==> src/rtl/rtc_time_keeper.sv <==
module rtc_time_keeper #(
  parameter int TICKS_PER_SEC = 50_000_000,
  parameter int TIMEOUT_CYCLES = 4096,
  parameter logic [6:0] DEV_ADDR = 7'h6F
) (
  input  logic        clk,
  input  logic        rst_n,
  input  logic        start,
  output logic        bus_req,
  output logic [1:0]  bus_op,
  output logic [7:0]  bus_wdata,
  output logic        bus_last,
  input  logic        bus_done,
  input  logic        bus_nack,
  input  logic [7:0]  bus_rdata,
  output logic        valid,
  output logic        err_bus,
  output logic        err_data,
  output logic [7:0]  sec,
  output logic [7:0]  minute,
  output logic [7:0]  hour,
  output logic [7:0]  wday,
  output logic [7:0]  mday,
  output logic [7:0]  month,
  output logic [15:0] year
);
  localparam int PW = (TICKS_PER_SEC > 2) ? $clog2(TICKS_PER_SEC) : 1;
  localparam int TW = (TIMEOUT_CYCLES > 2) ? $clog2(TIMEOUT_CYCLES) : 1;
  localparam logic [3:0] FIRST_RD = 4'd7;
  localparam logic [3:0] LAST_RD  = 4'd13;
  localparam logic [3:0] LAST_STEP = 4'd14;
  localparam logic [1:0] OP_START = 2'd0, OP_WRITE = 2'd1, OP_READ = 2'd2, OP_STOP = 2'd3;

  typedef enum logic [1:0] {S_IDLE, S_RUN, S_CHECK} state_t;
  state_t state;

  logic [3:0]    step;
  logic          req_q;
  logic [TW-1:0] wcnt;
  logic [PW-1:0] pre;
  logic [7:0]    tm [7];
  logic          tick, fields_ok;
  logic [2:0]    rd_idx;

  function automatic logic [7:0] bcd_inc(input logic [7:0] v);
    return (v[3:0] == 4'd9) ? {v[7:4] + 4'd1, 4'd0} : v + 8'd1;
  endfunction

  function automatic logic leap(input logic [7:0] y);
    return y[4] ? (y[3:0] == 4'd2 || y[3:0] == 4'd6)
                : (y[3:0] == 4'd0 || y[3:0] == 4'd4 || y[3:0] == 4'd8);
  endfunction

  function automatic logic [7:0] mdays(input logic [7:0] m, input logic [7:0] y);
    case (m)
      8'h02: return leap(y) ? 8'h29 : 8'h28;
      8'h04, 8'h06, 8'h09, 8'h11: return 8'h30;
      default: return 8'h31;
    endcase
  endfunction

  function automatic logic [7:0] mask_of(input logic [2:0] i);
    case (i)
      3'd0, 3'd1: return 8'h7F;
      3'd2, 3'd4: return 8'h3F;
      3'd3: return 8'h07;
      3'd5: return 8'h1F;
      default: return 8'hFF;
    endcase
  endfunction

  function automatic logic nib_ok(input logic [7:0] v);
    return v[7:4] <= 4'd9 && v[3:0] <= 4'd9;
  endfunction

  always_comb begin
    bus_wdata = 8'h00;
    case (step)
      4'd0, 4'd4: begin bus_op = OP_START; bus_wdata = {DEV_ADDR, 1'b0}; end
      4'd6:       begin bus_op = OP_START; bus_wdata = {DEV_ADDR, 1'b1}; end
      4'd1, 4'd5: bus_op = OP_WRITE;
      4'd2:       begin bus_op = OP_WRITE; bus_wdata = 8'h80; end
      4'd3, LAST_STEP: bus_op = OP_STOP;
      default:    bus_op = OP_READ;
    endcase
  end

  assign bus_req  = req_q;
  assign bus_last = (step == LAST_RD);
  assign rd_idx   = 3'(step - FIRST_RD);
  assign tick     = valid && (pre == PW'(TICKS_PER_SEC - 1));

  assign fields_ok = nib_ok(tm[0]) && nib_ok(tm[1]) && nib_ok(tm[2]) && nib_ok(tm[4]) &&
                     nib_ok(tm[5]) && nib_ok(tm[6]) &&
                     tm[0] <= 8'h59 && tm[1] <= 8'h59 && tm[2] <= 8'h23 &&
                     tm[3] >= 8'h01 && tm[3] <= 8'h07 &&
                     tm[5] >= 8'h01 && tm[5] <= 8'h12 &&
                     tm[4] >= 8'h01 && tm[4] <= mdays(tm[5], tm[6]);

  always_ff @(posedge clk) begin
    if (!rst_n) begin
      state <= S_IDLE; step <= '0; req_q <= 1'b0; wcnt <= '0; pre <= '0;
      valid <= 1'b0; err_bus <= 1'b0; err_data <= 1'b0;
      for (int i = 0; i < 7; i++) tm[i] <= 8'h00;
    end else begin
      case (state)
        S_IDLE: if (start) begin
          state <= S_RUN; step <= '0; req_q <= 1'b1; wcnt <= '0;
          valid <= 1'b0; err_bus <= 1'b0; err_data <= 1'b0;
        end
        S_RUN: begin
          if (req_q) begin
            if (bus_done) begin
              req_q <= 1'b0;
              wcnt <= '0;
              if (bus_nack && (bus_op == OP_START || bus_op == OP_WRITE)) begin
                err_bus <= 1'b1;
                state <= S_IDLE;
              end else begin
                if (bus_op == OP_READ) tm[rd_idx] <= bus_rdata & mask_of(rd_idx);
                if (step == LAST_STEP) state <= S_CHECK;
                else step <= step + 4'd1;
              end
            end else if (wcnt == TW'(TIMEOUT_CYCLES - 1)) begin
              req_q <= 1'b0;
              err_bus <= 1'b1;
              state <= S_IDLE;
            end else begin
              wcnt <= wcnt + 1'b1;
            end
          end else begin
            req_q <= 1'b1;
          end
        end
        S_CHECK: begin
          state <= S_IDLE;
          if (fields_ok) valid <= 1'b1;
          else err_data <= 1'b1;
        end
        default: state <= S_IDLE;
      endcase

      if (state == S_CHECK) pre <= '0;
      else if (valid) pre <= tick ? '0 : pre + 1'b1;

      if (tick) begin
        if (tm[0] != 8'h59) tm[0] <= bcd_inc(tm[0]);
        else begin
          tm[0] <= 8'h00;
          if (tm[1] != 8'h59) tm[1] <= bcd_inc(tm[1]);
          else begin
            tm[1] <= 8'h00;
            if (tm[2] != 8'h23) tm[2] <= bcd_inc(tm[2]);
            else begin
              tm[2] <= 8'h00;
              tm[3] <= (tm[3] == 8'h07) ? 8'h01 : tm[3] + 8'd1;
              if (tm[4] != mdays(tm[5], tm[6])) tm[4] <= bcd_inc(tm[4]);
              else begin
                tm[4] <= 8'h01;
                if (tm[5] != 8'h12) tm[5] <= bcd_inc(tm[5]);
                else begin
                  tm[5] <= 8'h01;
                  tm[6] <= (tm[6] == 8'h99) ? 8'h00 : bcd_inc(tm[6]);
                end
              end
            end
          end
        end
      end
    end
  end

  assign sec    = tm[0];
  assign minute = tm[1];
  assign hour   = tm[2];
  assign wday   = tm[3];
  assign mday   = tm[4];
  assign month  = tm[5];
  assign year   = {8'h20, tm[6]};
endmodule

==> config.mk <==
export PLATFORM = sky130hd
export DESIGN_NAME = rtc_time_keeper
export DESIGN_NICKNAME = d
export VERILOG_FILES = /design/src/rtl/rtc_time_keeper.sv
export SDC_FILE = /design/constraint.sdc
export NUM_CORES = 1
export LEC_CHECK = 0
export CAP_MARGIN = 25
export CORE_ASPECT_RATIO = 1.4
export CORE_MARGIN = 8
export CORE_UTILIZATION = 30
export CTS_CLUSTER_SIZE = 25
export DETAILED_ROUTE_END_ITERATION = 16
export GPL_ROUTABILITY_DRIVEN = 0
export GPL_TIMING_DRIVEN = 0
export SLEW_MARGIN = 20
export SYNTH_ARGS = -nofsm -noshare
export SYNTH_HDL_FRONTEND = slang
export SYNTH_SLANG_ARGS = --single-unit
==> constraint.sdc <==
create_clock -name clk -period 10.6 [get_ports clk]
set_input_delay 3.18 -clock clk [delete_from_list [all_inputs] [get_ports clk]]
set_output_delay 3.18 -clock clk [all_outputs]
set_load 0.1 [all_outputs]
==> impl_metrics.csv, run 1 <==
group,metric,value,unit
sta,fin_crit,6.39,ns
route,drtAntennaViolNets,0,
outcome,status,"complete, no violations",
critical_path,cp_top_family,"buffers and inverters",
global_routing,antenna_found_initial,0,
final_layout,final_nets,1006,
floorplan,die_x,149,um
synth,ys_top_cells_by_area,"edfxtp_1 23%, dfxtp_1 13%, ha_1 5.9%",
route,wirelength,22.4,mm
global_routing,grt_usage,0.146,
route,post_drt_via_cell_ratio,5.22,
floorplan,fp.dieArea,30100,um^2
critical_path,crit_required,7.42,ns
route,drc,0,
clock_network,holdBufCountCts,0,
clock_network,clk_latency,0.37,ns
synth,synth_largest_area_cell,"edfxtp_1",
clock_network,path_clk_slew,0.08,ns
global_routing,overflow,0,
sta,setup_tns,0,ns
power,p_per_area,120,nW/um^2
sta,hold_violations,0,
clock_network,cts-buffers-inserted,9,
sta,fin_crit_sh,0.603,
clock_network,htreeDepth,3,
critical_path,cp-end-kind,"primary output",
clock_network,root_buffer,"clkbuf_16",
critical_path,crit_arrival,3.21,ns
placed_design,hpwl,17.2,mm
synth,synth_top_flop_cell,"edfxtp_1",
floorplan,start_util,0.303,
route,wl_per_cell,17.5,um
global_routing,grt_pass1_wl,34.8,mm
route,drt_iter0_drc,405,
synth,syn_avg_cell_area,8.66,um^2
critical_path,cp_cell_sequence,"inv_1, ha_1, clkbuf_1, a21oi_1, nor2_1, buf_4, clkdlybuf4s50_1",
sta,worstMarginPinSlew,1.04,ns
synth,syn_area,7430,um^2
final_layout,final_area,8990,um^2
critical_path,crit_path_start_kind,"register",
clock_network,clockBufferDepth,2,
sta,setup_viol,0,
power,p_leak,0.00330,uW
synth,async_flop_share,0,
placed_design,place_area,8670,um^2
final_layout,n_antenna_cell,0,
floorplan,die_h,202,um
placed_design,io_buffers,82,
critical_path,critPathMaxStageDelay,1.12,ns
synth,synth-edff-count,56,
synth,synth_most_common_cell,"nor2_1",
final_layout,syn_to_final_growth,21.0,%
final_layout,drive_gt1_frac,0.0903,
synth,synthTopCellsByCount,"106 x nor2_1, 70 x nand2_1, 56 x edfxtp_1",
floorplan,pin_count,92,
synth,yosysSeqAreaShare,0.356,
global_routing,grt_max_degree,23,
clock_network,cts_tree,"built",
clock_network,ctsResizeCount,0,
sta,drv_slew,0,
synth,synth_cell_type_count,73,
sta,slew_headroom,0.306,
clock_network,cts_setup_buffers,0,
clock_network,cts_sinks,104,
synth,synth_warnings,0,
synth,ys_ff_latch,104,
route,route.vias.total,6677,
critical_path,cpMaxStageDelayCell,"clkdlybuf4s50_1",
power,ir_drop,0.0000681,V
min_path,hold_path.class,"register to register",
critical_path,path_class,"register to primary output",
sta,clock.fmax,156,MHz
critical_path,worstPathMaxFanout,8,
synth,netlist_instances,858,
critical_path,cp_num_buf_inv,4,
floorplan,fp.coreArea,24500,um^2
flow_run,cap_viol_max_count,0,
floorplan,fp-row-count,68,
sta,rsz0062_at_grt,"false",
global_routing,grt_pass1_vias,6460,
sta,clock_skew,0.0124,ns
synth,synth_top_area_frac,0.226,
route,first_pass_iters,6,
registers in the layout, summed over array words and instances, names as in the netlist:
name	count
tm	56
pre	26
step	4
wcnt	12
state	2
valid	1
err_bus	1
bus_req	1
err_data	1
layout by cell type (no fill, tap or decap), types with 7 or more instances in the layout:
cell	instances
a31oi_1	11
nand2b_1	8
clkbuf_16	9
xnor2_1	31
mux2i_1	10
conb_1	9
clkdlybuf4s50_1	82
and3_1	14
nor3_1	19
and4_1	8
nand2_1	70
o21ai_0	32
and2_1	7
o31ai_1	10
mux2_1	7
ha_1	35
xor2_1	39
dfxtp_1	48
mux2_2	30
buf_4	13
clkbuf_1	25
nor2_1	106
nand4_1	32
buf_2	11
inv_1	42
nor2b_1	7
edfxtp_1	56
a21oi_1	32
nand3_1	45
kinds of logic after synthesis:
| family | Yosys count | share of synthesized area |
|---|---|---|
| simple gates | 359 | 0.245 |
| compound gates | 144 | 0.125 |
| flops | 104 | 0.356 |
| buf+inv | 95 | 0.0585 |
| xor+xnor | 70 | 0.0825 |
| mux | 49 | 0.0736 |
| fa+ha+maj | 35 | 0.0590 |
| other cells | 2 | 0.00101 |
tightest hold or removal path, stage by stage (launching register included):
cell and delay (ns):
dfxtp_1 0.34, nand2b_1 0.07, a21oi_1 0.06
layout make-up:
type                            count  area [um^2]
Buffer                             53          277
Clock buffer                        9          225
Clock inverter                      7         93.8
Fill cell                        2556        15500
Inverter                           42          158
Multi-Input combinational cell    666         4380
Sequential cell                   104         2640
Tap cell                          315          394
Timing Repair Buffer               82          821
final timing paths:
check             slack (ns)           end  cells past startpoint     start
setup reg to reg        6.39      tm[4][0]                     12  tm[5][2]
hold / removal          0.51        pre[1]                      2    pre[1]
hold reg to reg         0.51        pre[1]                      2    pre[1]
setup / recovery        4.21  bus_wdata[2]                      7   step[0]
per-stage QoR:
| stage | instances | setup WS [ns] | hold WS, ns | utilization | total power, uW |
|---|---|---|---|---|---|
| CTS | 1278 | 4.20 | 0.509 | 0.367 | 1080 |
| floorplan | 865 | 4.55 | 0.468 | - | 657 |
| global placement | 1262 | 4.57 | 0.486 | 0.354 | 726 |
| global route | 1278 | 4.05 | 0.531 | 0.367 | 1110 |
| detailed placement | 1262 | 4.58 | 0.488 | 0.354 | 728 |
| finish | 1278 | 4.21 | 0.510 | 0.367 | 1080 |
report_power, final:
| part | internal [uW] | leakage, uW | total [uW] | switching (uW) |
|---|---|---|---|---|
| sequential | 435 | 0.000964 | 454 | 18.3 |
| clock | 172 | 0.000154 | 357 | 185 |
| combinational | 65.7 | 0.00218 | 266 | 200 |
| total | 674 | 0.00330 | 1080 | 403 |
per-layer routing:
layer | wire length [um] | vias to the layer above | part of all wire | track usage
li1 | - | 3264 | - | -
met2 | 11300 | 189 | 0.51 | 0.261
met5 | 0 | - | 0 | 0
met4 | 716 | 0 | 0.032 | 0.0644
met3 | 1190 | 42 | 0.053 | 0.0295
met1 | 9140 | 3182 | 0.41 | 0.163
No activity file was read; power rests on OpenSTA's default activity.
==> run 2: changes to the inputs <==
- clock period: 10.6 -> 5.3 ns (I/O delays scaled with it)
==> results of run 2 <==
The final DEF is identical to that of run 1. Status: complete, no violations.
Among the figures that moved: setup slack after placement 4.58 ns -> 0.875 ns; setup slack after layout 4.21 ns -> 0.496 ns; register-to-register setup slack 6.39 ns -> 1.09 ns; total power 1080 uW -> 2150 uW; worst IR drop on VDD 0.0000681 V -> 0.000136 V
